File: config.mk
export PLATFORM = sky130hd
export DESIGN_NAME = tmr_bus_regs
export DESIGN_NICKNAME = d
export VERILOG_FILES = /design/src/rtl/tmr_regs_pkg.sv /design/src/rtl/tmr_addr_dec.sv /design/src/rtl/tmr_chan_regs.sv /design/src/rtl/tmr_stat_reg.sv /design/src/rtl/tmr_rd_mux.sv /design/src/rtl/tmr_bus_regs.sv
export SDC_FILE = /design/constraint.sdc
export NUM_CORES = 1
export LEC_CHECK = 0
export BUFFER_PORTS_ARGS = -buffer_cell sky130_fd_sc_hd__buf_2
export CAP_MARGIN = 30
export CORE_AREA = 2 2 220 222
export CTS_BUF_LIST = sky130_fd_sc_hd__clkbuf_16
export DETAILED_ROUTE_END_ITERATION = 10
export DIE_AREA = 0 0 222 224
export PLACE_DENSITY = 0.7
export SYNTH_ARGS = -nofsm -noshare
export SYNTH_HDL_FRONTEND = slang
export SYNTH_SLANG_ARGS = --single-unit
File: constraint.sdc
create_clock -name clk -period 5.86 [get_ports clk]
set_input_delay 0 -clock clk [delete_from_list [all_inputs] [get_ports clk]]
set_output_delay 0 -clock clk [all_outputs]
set_load 0.01 [all_outputs]
File: src/rtl/tmr_regs_pkg.sv
`timescale 1ns/1ps
package tmr_regs_pkg;
    localparam int DW       = 32;
    localparam int NCH      = 5;
    localparam int AW       = 12;
    localparam int CH_IDX_W = $clog2(NCH);
    localparam int WORD_W   = AW - 2;
    localparam int IE_BIT   = 29;
    localparam logic [DW-1:0] WDOG_RST = 32'h0000_0400;

    typedef enum logic [2:0] {
        K_NONE, K_CTRL, K_INIT, K_LIVE, K_STAT, K_WDOG
    } reg_kind_e;

    typedef struct packed {
        reg_kind_e             kind;
        logic [CH_IDX_W-1:0]   ch;
    } reg_sel_t;

    // Map a byte address to a register kind and channel number.
    // Low words 0..15: bit 3 picks channel pair (0/1 or 2/3), bit 0 the
    // channel in the pair, bits 2:1 the register kind; kind 3 holds the
    // shared status and watchdog words. Channel 4 sits at words 16/18/20.
    function automatic reg_sel_t decode_addr(input logic [AW-1:0] a);
        reg_sel_t          s;
        logic [WORD_W-1:0] w;
        s.kind = K_NONE;
        s.ch   = '0;
        w      = a[AW-1:2];
        if (a[1:0] == 2'b00) begin
            if (w < WORD_W'(16)) begin
                s.ch = {1'b0, w[3], w[0]};
                case (w[2:1])
                    2'd0: s.kind = K_CTRL;
                    2'd1: s.kind = K_INIT;
                    2'd2: s.kind = K_LIVE;
                    default: begin
                        if (w == WORD_W'(6))      s.kind = K_STAT;
                        else if (w == WORD_W'(7)) s.kind = K_WDOG;
                        else                      s.kind = K_NONE;
                        s.ch = '0;
                    end
                endcase
            end else begin
                s.ch = CH_IDX_W'(4);
                if (w == WORD_W'(16))      s.kind = K_CTRL;
                else if (w == WORD_W'(18)) s.kind = K_INIT;
                else if (w == WORD_W'(20)) s.kind = K_LIVE;
                else begin
                    s.kind = K_NONE;
                    s.ch   = '0;
                end
            end
        end
        return s;
    endfunction
endpackage

File: src/rtl/tmr_addr_dec.sv
`timescale 1ns/1ps
module tmr_addr_dec
    import tmr_regs_pkg::*;
(
    input  logic          bus_valid,
    input  logic          bus_write,
    input  logic [AW-1:0] bus_addr,
    output reg_sel_t      sel,
    output logic          wr_en,
    output logic          rd_en
);
    always_comb begin
        sel   = decode_addr(bus_addr);
        wr_en = bus_valid &  bus_write;
        rd_en = bus_valid & ~bus_write;
    end
endmodule

File: src/rtl/tmr_chan_regs.sv
`timescale 1ns/1ps
module tmr_chan_regs
    import tmr_regs_pkg::*;
#(
    parameter int CH_ID = 0
) (
    input  logic          clk,
    input  logic          rst,
    input  reg_sel_t      sel,
    input  logic          wr_en,
    input  logic [DW-1:0] wdata,
    output logic [DW-1:0] ctrl_q,
    output logic [DW-1:0] init_q
);
    logic hit;
    assign hit = wr_en && (sel.ch == CH_IDX_W'(CH_ID));

    always_ff @(posedge clk) begin
        if (rst) begin
            ctrl_q <= '0;
            init_q <= '0;
        end else if (hit) begin
            if (sel.kind == K_CTRL) ctrl_q <= wdata;
            if (sel.kind == K_INIT) init_q <= wdata;
        end
    end
endmodule

File: src/rtl/tmr_stat_reg.sv
`timescale 1ns/1ps
module tmr_stat_reg
    import tmr_regs_pkg::*;
(
    input  logic           clk,
    input  logic           rst,
    input  logic           clr_en,
    input  logic [DW-1:0]  wdata,
    input  logic [NCH-1:0] expire,
    input  logic [NCH-1:0] ie,
    output logic [NCH-1:0] stat_q,
    output logic [NCH-1:0] irq
);
    logic [NCH-1:0] clr_mask;

    always_comb begin
        clr_mask = clr_en ? wdata[NCH-1:0] : '0;
        irq      = stat_q & ie;
    end

    // Expiry is ORed in after the clear, so a same-cycle expiry wins.
    always_ff @(posedge clk) begin
        if (rst) stat_q <= '0;
        else     stat_q <= (stat_q & ~clr_mask) | expire;
    end
endmodule

File: src/rtl/tmr_rd_mux.sv
`timescale 1ns/1ps
module tmr_rd_mux
    import tmr_regs_pkg::*;
(
    input  logic                    rd_en,
    input  reg_sel_t                sel,
    input  logic [NCH-1:0][DW-1:0]  ctrl_a,
    input  logic [NCH-1:0][DW-1:0]  init_a,
    input  logic [NCH-1:0][DW-1:0]  live_a,
    input  logic [NCH-1:0]          stat_q,
    output logic [DW-1:0]           rdata
);
    logic ch_ok;
    assign ch_ok = sel.ch < CH_IDX_W'(NCH);

    always_comb begin
        rdata = '0;
        if (rd_en) begin
            case (sel.kind)
                K_CTRL: if (ch_ok) rdata = ctrl_a[sel.ch];
                K_INIT: if (ch_ok) rdata = init_a[sel.ch];
                K_LIVE: if (ch_ok) rdata = live_a[sel.ch];
                K_STAT: rdata = DW'(stat_q);
                K_WDOG: rdata = WDOG_RST;
                default: rdata = '0;
            endcase
        end
    end
endmodule

File: src/rtl/tmr_bus_regs.sv
`timescale 1ns/1ps
module tmr_bus_regs
    import tmr_regs_pkg::*;
(
    input  logic              clk,
    input  logic              rst,
    input  logic              bus_valid,
    input  logic              bus_write,
    input  logic [AW-1:0]     bus_addr,
    input  logic [DW-1:0]     bus_wdata,
    output logic [DW-1:0]     bus_rdata,
    input  logic [NCH-1:0]    ch_expire,
    input  logic [NCH*DW-1:0] ch_live_cnt,
    output logic [NCH*DW-1:0] ch_ctrl,
    output logic [NCH*DW-1:0] ch_init,
    output logic [NCH-1:0]    irq
);
    reg_sel_t               sel;
    logic                   wr_en;
    logic                   rd_en;
    logic [NCH-1:0][DW-1:0] ctrl_a;
    logic [NCH-1:0][DW-1:0] init_a;
    logic [NCH-1:0][DW-1:0] live_a;
    logic [NCH-1:0]         ie_v;
    logic [NCH-1:0]         stat_q;
    logic                   stat_clr;

    tmr_addr_dec u_dec (
        .bus_valid (bus_valid),
        .bus_write (bus_write),
        .bus_addr  (bus_addr),
        .sel       (sel),
        .wr_en     (wr_en),
        .rd_en     (rd_en)
    );

    for (genvar g = 0; g < NCH; g++) begin : g_ch
        tmr_chan_regs #(.CH_ID(g)) u_regs (
            .clk    (clk),
            .rst    (rst),
            .sel    (sel),
            .wr_en  (wr_en),
            .wdata  (bus_wdata),
            .ctrl_q (ctrl_a[g]),
            .init_q (init_a[g])
        );
        assign ch_ctrl[g*DW +: DW] = ctrl_a[g];
        assign ch_init[g*DW +: DW] = init_a[g];
        assign live_a[g]           = ch_live_cnt[g*DW +: DW];
        assign ie_v[g]             = ctrl_a[g][IE_BIT];
    end

    assign stat_clr = wr_en && (sel.kind == K_STAT);

    tmr_stat_reg u_stat (
        .clk    (clk),
        .rst    (rst),
        .clr_en (stat_clr),
        .wdata  (bus_wdata),
        .expire (ch_expire),
        .ie     (ie_v),
        .stat_q (stat_q),
        .irq    (irq)
    );

    tmr_rd_mux u_mux (
        .rd_en  (rd_en),
        .sel    (sel),
        .ctrl_a (ctrl_a),
        .init_a (init_a),
        .live_a (live_a),
        .stat_q (stat_q),
        .rdata  (bus_rdata)
    );
endmodule

After elaboration in Yosys (flattened, before gate mapping)
Index checks and enable logic that the tools add are counted.
- register bits after elaboration: 325
- latch bits: 0
- bits in writable memories: 0
- bits in read-only memories: 0
- bits of input ports: 213
- output and inout bits: 357
- memories kept: 0
- add/sub/neg operators: 0
- $mul: 0
- divide/modulo/power cells: 0
- magnitude comparators: 3
- eq/ne operators: 16
- shift-type cells: 0
- mux-type cells: 24
- bitwise gates (word level): 7
- reductions and logical operators: 20
- operator list (operator ; count):
    $bmux W32 S3 ; 3
    $mux W32 ; 7
    $pmux W32 S5 ; 1
    $eq A10 B5 Y1 const B ; 3
    $mux W3 ; 7
    $eq A10 B3 Y1 const B ; 2
    $reduce_and A2 Y1 ; 10
    $eq A3 B2 Y1 const B ; 4
    $mux W6 ; 2
    $and A5 B5 Y5 ; 2
    $lt A10 B5 Y1 const B ; 1
    $eq A3 B3 Y1 const B ; 3
    $pmux W3 S3 ; 1
    $eq A3 B1 Y1 const B ; 2
    $logic_and A1 B1 Y1 ; 6
    $mux W5 ; 1
    $not A5 Y5 ; 1
    $or A5 B5 Y5 ; 1
    $logic_not A2 Y1 ; 2
    $lt A3 B4 Y1 const B ; 1
    $mux W2 ; 2
    $logic_not A3 Y1 ; 1
    $lt A3 B3 Y1 const B ; 1
    $reduce_or A3 Y1 ; 1
    other kinds (4) ; 5

Logic depth before layout (Yosys ltp)
Gate-level depths: netlist of run 1.
- depth after elaboration: 12
- depth in mapped cells: 10
- depth with buffers taken out: 8

Hierarchy
A second synthesis of run 1 with hierarchy kept.
- cell total of the unflattened synthesis: 1703
- area total of the unflattened synthesis: 17898.4 um^2
- modules (own cells, without submodules) (module ; times used ; cells each ; area an instance (um^2) ; seq. area each (um^2)):
    tmr_chan_regs (g_ch[1].u_regs ...) ; 3 ; 247 ; 2673.8 ; 1281.2
    tmr_rd_mux ; 1 ; 324 ; 4023.9 ; 0.0
    tmr_chan_regs (g_ch[3].u_regs) ; 1 ; 294 ; 2726.4 ; 1281.2
    tmr_chan_regs (g_ch[0].u_regs) ; 1 ; 292 ; 2716.4 ; 1281.2
    tmr_stat_reg ; 1 ; 25 ; 212.7 ; 100.1
    tmr_addr_dec ; 1 ; 26 ; 185.2 ; 0.0
    tmr_bus_regs ; 1 ; 1 ; 12.5 ; 0.0

Least setup slack after synthesis of run 1
OpenSTA, ideal clock, no wires.
- path kind: input to register
- start point: input bus_addr[3]
- end point: register g_ch[0].u_regs.init_q[10]
- library setup time: 132 ps
- data arrival time: 1999 ps
- setup slack: 3729 ps
- stages on the path: 10
- cells stage by stage: inv_1 ha_1 or2_1 a2111oi_1 nand4_2 or2_1 clkbuf_1 clkbuf_1 nand2_1 a21oi_1
- word-level cells in the longest chain between the ends: 9
- elaborated cells on any way between the ends: 26
- those cells by class: 1 x order compare; 8 x eq/ne; 12 x mux; 5 x reduce/logical
- RTL lines (element ; RTL line ; RTL):
    start: declaration ; tmr_bus_regs.sv:9 ; input logic [AW-1:0] bus_addr,
    parallel branches: the longest is 4 deep, another holds $eq A10 B3 Y1 ; n/a ;
    $mux W6 (*) ; tmr_regs_pkg.sv:31 ; if (w < WORD_W'(16)) begin
    $mux W6 (*) ; tmr_regs_pkg.sv:30 ; if (a[1:0] == 2'b00) begin
    $logic_not A3 Y1 ; tmr_chan_regs.sv:16 ; assign hit = wr_en && (sel.ch == CH_IDX_W'(CH_ID));
    $logic_and A1 B1 Y1 ; tmr_chan_regs.sv:16 ;
    $reduce_and A2 Y1 (no source line) (*) ; n/a ;
    end signal: assignment ; tmr_chan_regs.sv:24 ; if (sel.kind == K_INIT) init_q <= wdata;
    end: declaration ; tmr_chan_regs.sv:13 ; output logic [DW-1:0] init_q
Mark *: on every way between the ends.
A chain may end at the register's enable or synchronous reset.

Worst setup path in the final report of run 1
- start point: input bus_addr[5]
- end point: output bus_rdata[31]
- word-level cells in the longest chain between the ends: 11
- elaborated cells on any way between the ends: 35
- those cells by class: 2 x order compare; 10 x eq/ne; 23 x mux
- RTL lines (element ; RTL line ; RTL):
    $eq A10 B5 Y1 ; tmr_regs_pkg.sv:48 ; else if (w == WORD_W'(20)) s.kind = K_LIVE;
    $mux W3 ; tmr_regs_pkg.sv:48 ;
    $mux W3 ; tmr_regs_pkg.sv:47 ; else if (w == WORD_W'(18)) s.kind = K_INIT;
    $mux W3 ; tmr_regs_pkg.sv:46 ; if (w == WORD_W'(16)) s.kind = K_CTRL;
    $mux W6 (*) ; tmr_regs_pkg.sv:31 ;
    $mux W6 (*) ; tmr_regs_pkg.sv:30 ;
    $bmux W32 S3, on equally long branches ; tmr_rd_mux.sv:22, tmr_rd_mux.sv:20, tmr_rd_mux.sv:21 ;
    $mux W32, on equally long branches (2 in a row) ; tmr_rd_mux.sv:22, tmr_rd_mux.sv:20, tmr_rd_mux.sv:21 ;
    $pmux W32 S5 (*) ; tmr_rd_mux.sv:19 ; case (sel.kind)
    $mux W32 (*) ; tmr_rd_mux.sv:18 ; if (rd_en) begin
    end: declaration ; tmr_bus_regs.sv:11 ; output logic [DW-1:0] bus_rdata,
Mark *: on every way between the ends. The rest lies on a longest branch, timed or not. The select of a mux whose other input is x is not followed.

==> impl_metrics.ini, run 1 <==
[status]
status = finished, final reports clean

[power]
irDropWorstVdd_v = 0.000178
pwr_density_cell_nw_per_um2 = 229
power.leakage_uw = 0.00857

[die]
core_um2 = 47300
design.die.area_um2 = 49700
die_y_um = 224
num_rows = 80
pin_count = 570
die_x_um = 222
start_util_pct = 34.1

[detailed_routing]
route.final.wire_length_mm = 88.9
dr.pass1.iters = 6
drt_iter0_drc = 2654
ant_nets = 0
vias = 19700
drcViolationCount = 0
vias_per_cell = 5.94
avgRoutedWirePerCell_um = 26.8

[layout]
syn_to_final_growth_pct = 30.4
fillCellCount = 4828
final_layout_size_suffix_gt1_share_pct = 28.5
fin_cells = 3322
nets = 2899

[clock_tree]
cts_tree = built
cts_setup_buffers = 0
cts_sinks = 325
root_buffer = clkbuf_16
cts_resized = 0
htree_num_levels = 2
cts_max_path_buffers = 3
cts.clk_slew.worst_paths_ps = 60
numCtsBuffers = 37
insertion_delay_ps = 550

[synth]
syn_avg_cell_area_um2 = 7.33
synth_edf_count = 0
synthCells = 2200
synth_cell_type_count = 78
netlist_top_cells_area = dfxtp_1 (40%), nand2_1 (16%), a21oi_1 (12%)
postSynth.asyncResetShare_pct = 0
synth_common_cells = nand2_1 (705), a21oi_1 (389), dfxtp_1 (325), clkbuf_1 (143), o22ai_1 (83)
yosysMostFrequentCell = nand2_1
yosys.area.top_type_share_pct = 40.3
synth_nets = 2416
synth_top_cell_by_area = dfxtp_1
synth-seq-area-share_pct = 40.3
synth_top_flop_cell = dfxtp_1
ys_ff_latch = 325
synth_warnings = 0
synth_area_um2 = 16100

[critical_path]
cp_num_buf_inv = 4
critPathTopFamily = buffers and inverters
crit_type = input port to output port
cp-end-kind = output port
worstPathArrival_ps = 3790
worstPathRequired_ps = 5860
start_kind = input port
cp_slowest_cell = buf_2
critical-path-max-stage-delay_ps = 650
crit_fanout = 39
crit_chain = buf_2 > buf_4 > nand2b_4 > buf_4 > a2bb2oi_1 > o22ai_1 > o21ai_0 > nand2_1 > o221ai_1 > buf_2

[timing]
clock-skew-final_ps = 0
setup_tns_ps = 0
rsz0062_at_grt = false
fmax_mhz = 264
slew_viol_final = 0
post-route-period-util_pct = 64.6
final-hold-violation-count = 0
tightest_slew_ps = 1020
timing.final.crit_period_ps = 3790
slew-limit-headroom_pct = 32.0
setup_viol = 0

[global_route]
grt_pass1_vias = 18300
gr-total-overflow = 0
grt_use_total_pct = 34.2
grt_max_degree = 176
antenna_found_initial = 4
grt_pass1_wl_mm = 125

[job]
maxCapViolCount = 0

[placed_design]
routabilityCongestion = 0.940
hpwl_mm = 61.8
io_buffers = 569
place_inst = 3211

[min_path]
hp-class = input port to register
==> cell type report <==
class / instances / area, um2 / area share (%)
timing repair buffer: 661 / 3890 / 18.5
antenna: 3 / 7.51 / 0.0357
clock inverter: 22 / 155 / 0.737
tap: 615 / 769 / 3.66
multi-input combinational: 1654 / 8760 / 41.6
inverter: 4 / 15.0 / 0.0713
clock buffer: 38 / 951 / 4.52
sequential: 325 / 6510 / 30.9
==> cell usage in the layout (no fill, tap or decap), drive strengths merged, types with 4 or more instances in the layout <==
cell and n:
o22ai 86, clkinv 14, and2 18, mux2 16, o22a 19, nand4 8
o211ai 7, a211oi 8, dlygate4sd3 43, o221ai 30, nor2b 7, o21ai 83
dfxtp 325, clkbuf 39, nor3 9, a2bb2oi 30, inv 9, a21oi 409
mux2i 40, or4 4, or2 10, nor4 6, nand2 726, nand3 5
buf 617, nand2b 8, a222oi 4, a221o 9, nor2 58
==> what timing repair did <==
item                                    CTS  global route
endpoints found under the setup margin    0             0
endpoints found under the hold margin   325             0
hold buffers                             43             0
==> where the power goes <==
part / switching [uW] / internal [uW] / total [uW]
clock network: 975 / 1250 / 2230
logic: 238 / 137 / 375
registers: 5.36 / 2210 / 2220
total: 1220 / 3600 / 4820
==> sequential cells by signal (all words and copies together) (netlist names) <==
| name | cells |
|---|---|
| g_ch.u_regs.init_q | 160 |
| u_stat.stat_q | 5 |
| g_ch.u_regs.ctrl_q | 160 |
==> logic make-up (layout without fill, tap and decap cells) <==
kind of cell,after synthesis,count (layout),synth area share (%)
xor+xnor,1,1,0.0543
other cells,0,3,0
buf+inv,221,725,6.19
flops,325,325,40.3
compound gates,717,717,26.7
simple gates,877,877,22.9
fa+ha+maj,3,3,0.233
mux,56,56,3.60
==> per-stage QoR <==
step	utilization [%]	instance area (um2)	power [uW]	setup WS, ps	hold slack (ps)
detailed placement	41.0	19400	2600	2220	215
global route	44.4	21000	4920	2030	354
floorplan	-	16100	2440	3730	117
global placement	40.5	19200	2600	2100	210
CTS	44.2	20900	4810	2320	320
finish	44.5	21000	4820	2070	345
==> path summary, 6_finish.rpt <==
path                                  start                         to  slack (ps)  cells after the start
setup / recovery                bus_addr[5]              bus_rdata[31]        2070                     10
hold / removal                bus_wdata[24]  g_ch[2].u_regs.ctrl_q[24]         350                      4
setup reg to reg           u_stat.stat_q[3]           u_stat.stat_q[3]        4550                      3
hold reg to reg   g_ch[0].u_regs.init_q[30]  g_ch[0].u_regs.init_q[30]         470                      2
==> layer usage <==
metal	global-route usage (%)	vias to the layer above	part of all wire (%)
met5	0	-	0.018
li1	-	8574	-
met4	21.8	2	6.7
met3	9.78	355	13
met2	54.1	1632	44
met1	40.8	9157	36
==> tightest hold or removal path: stages <==
cell           delay [ps]
dlygate4sd3_1         530
buf_2                 190
nand2_1                80
a21oi_1                50
Note: power is estimated with default switching activity, not from simulation.
==> run 2: changes to the inputs <==
--- a/config.mk
+++ b/config.mk
@@ -7,11 +7,11 @@
 export LEC_CHECK = 0
 export BUFFER_PORTS_ARGS = -buffer_cell sky130_fd_sc_hd__buf_2
 export CAP_MARGIN = 30
-export CORE_AREA = 2 2 220 222
+export CORE_AREA = 2 2 222 224
 export CTS_BUF_LIST = sky130_fd_sc_hd__clkbuf_16
 export DETAILED_ROUTE_END_ITERATION = 10
-export DIE_AREA = 0 0 222 224
-export PLACE_DENSITY = 0.7
+export DIE_AREA = 0 0 224 226
+export PLACE_DENSITY = 0.69
 export SYNTH_ARGS = -nofsm -noshare
 export SYNTH_HDL_FRONTEND = slang
 export SYNTH_SLANG_ARGS = --single-unit
==> constraint.sdc (replaced) <==
create_clock -name clk -period 3.7 [get_ports clk]
set_input_delay 0 -clock clk [delete_from_list [all_inputs] [get_ports clk]]
set_output_delay 0 -clock clk [all_outputs]
set_load 0.01 [all_outputs]
==> impl_metrics.ini, run 2 (synthesis results as in run 1) <==
[global_route]
grt_pass1_vias = 18500
grt_max_degree = 131
grt_use_total_pct = 35.2
grtUsageMet2_pct = 55.9
met3_usage_pct = 9.73
grt_pass1_wl_mm = 130
gr-total-overflow = 0
antenna_found_initial = 8
grt_use_met1_pct = 42.4
top_usage_layer = met2

[detailed_routing]
avgRoutedWirePerCell_um = 27.6
drt_iter0_drc = 2449
vias_per_cell = 5.88
route.final.wire_length_mm = 92.9
drcViolationCount = 0
dr.pass1.iters = 7
ant_nets = 0
vias = 19800

[clock_tree]
cts_max_path_buffers = 3
numCtsBuffers = 40
root_buffer = clkbuf_16
cts_sinks = 325
cts_tree = built
cts_resized = 0
htree_num_levels = 2
cts.clk_slew.worst_paths_ps = 60
insertion_delay_ps = 550

[timing]
fin_ws_ps = 18.4
timing.final.crit_period_ps = 3680
fmax_mhz = 272
rsz0062_at_grt = false
post-route-period-util_pct = 99.5
final-hold-violation-count = 0
setup_viol = 0
setup_tns_ps = 0
slew-limit-headroom_pct = 29.5
clock-skew-final_ps = 0
slew_viol_final = 0
tightest_slew_ps = 1060

[critical_path]
cp_num_buf_inv = 4
cp_slowest_cell = or4_1
start_kind = input port
crit_fanout = 43
worstPathArrival_ps = 3680
critical-path-max-stage-delay_ps = 910
crit_type = input port to output port
worstPathRequired_ps = 3700
cp-end-kind = output port
critPathTopFamily = simple AND/OR/NAND/NOR gates
crit_chain = buf_2 > ha_1 > or4_1 > nor4_4 > buf_12 > buf_12 > o22ai_1 > a21oi_1 > a21oi_1 > o221ai_1 > buf_2

[layout]
final_common_cell = nand2_1
final_util_pct = 44.4
fillCellCount = 4936
fin_cells = 3368
final_cell_mix = nand2_1 (703), buf_2 (567), a21oi_1 (389)
final_layout_size_suffix_gt1_share_pct = 29.4
syn_to_final_growth_pct = 33.1
multiInputGateArea_um2 = 8760
nets = 2924
top_regs = g_ch.u_regs.ctrl_q: 160 flops, g_ch.u_regs.init_q: 160 flops, u_stat.stat_q: 5 flops
seq_area_um2 = 6510

[placed_design]
hpwl_mm = 64.1
pre_cts_ws_ps = 171
routabilityCongestion = 0.953
place_inst = 3245
io_buffers = 569

[die]
pin_count = 570
num_rows = 81
start_util_pct = 33.4
core_um2 = 48300
die_x_um = 224
design.die.area_um2 = 50600
die_y_um = 226

[job]
maxCapViolCount = 0

[min_path]
hp-class = input port to register

[power]
irDropWorstVdd_v = 0.000311
power.leakage_uw = 0.00879
pwr_density_cell_nw_per_um2 = 384

[status]
status = finished, final reports clean
==> run 2: cell count changes in the layout (fill, tap and decap cells not counted), sizes merged <==
cell    change
diode       +6
clkbuf      +3
clkinv      +3
buf        +23
bufinv      +4
==> run 2: path summary, 6_finish.rpt <==
| kind | end | depth (start not counted) | slack [ps] | from |
|---|---|---|---|---|
| worst max register to register | u_stat.stat_q[1] | 3 | 2390 | u_stat.stat_q[1] |
| worst max-delay path | bus_rdata[23] | 11 | 20 | bus_addr[3] |
| worst min register to register | g_ch[3].u_regs.init_q[16] | 2 | 460 | g_ch[3].u_regs.init_q[16] |
| worst min-delay path | g_ch[4].u_regs.init_q[16] | 7 | 290 | bus_valid |
==> run 2: power by group <==
part	internal [uW]	total, uW	switching (uW)
Clock	2480	4130	1650
Combinational	223	607	384
Sequential	3500	3510	7.62
==> run 2: layer usage <==
layer / vias up / share of wire (%) / routed length [um]
li1: 8663 / - / -
met1: 9266 / 37 / 34100
met2: 1544 / 45 / 41400
met3: 342 / 12 / 11200
met4: 0 / 6.7 / 6200
met5: - / 0 / 0
==> run 2: area by class of cell <==
| cell class | instances | area share (%) |
|---|---|---|
| diodes | 9 | 0.105 |
| clock buffers | 42 | 4.89 |
| clock inverters | 29 | 1.45 |
| inverters | 4 | 0.0699 |
| multi-input cells | 1654 | 40.8 |
| flip-flops and latches | 325 | 30.3 |
| well taps | 622 | 3.62 |
| repair buffers | 683 | 18.8 |
==> run 2: timing repair <==
item,in CTS,in global routing
setup buffers,0,0
hold endpoints to repair,325,0
endpoints found under the setup margin,0,0
hold buffers,43,0
==> run 2: stage by stage <==
step / power [uW] / hold WS [ps] / area (um2)
2_1_floorplan: 3860 / 117 / 16100
3_3_place_gp: 4140 / 208 / 19600
3_5_place_dp: 4140 / 212 / 19700
4_1_cts: 8240 / 232 / 21400
5_1_grt: 8410 / 308 / 21500
6_report: 8250 / 288 / 21500
==> run 2: tightest hold or removal path, delay by kind of cell <==
family	cells	cell delay [ps]
simple gates	4	340
compound gates	1	110
buf+inv	2	340
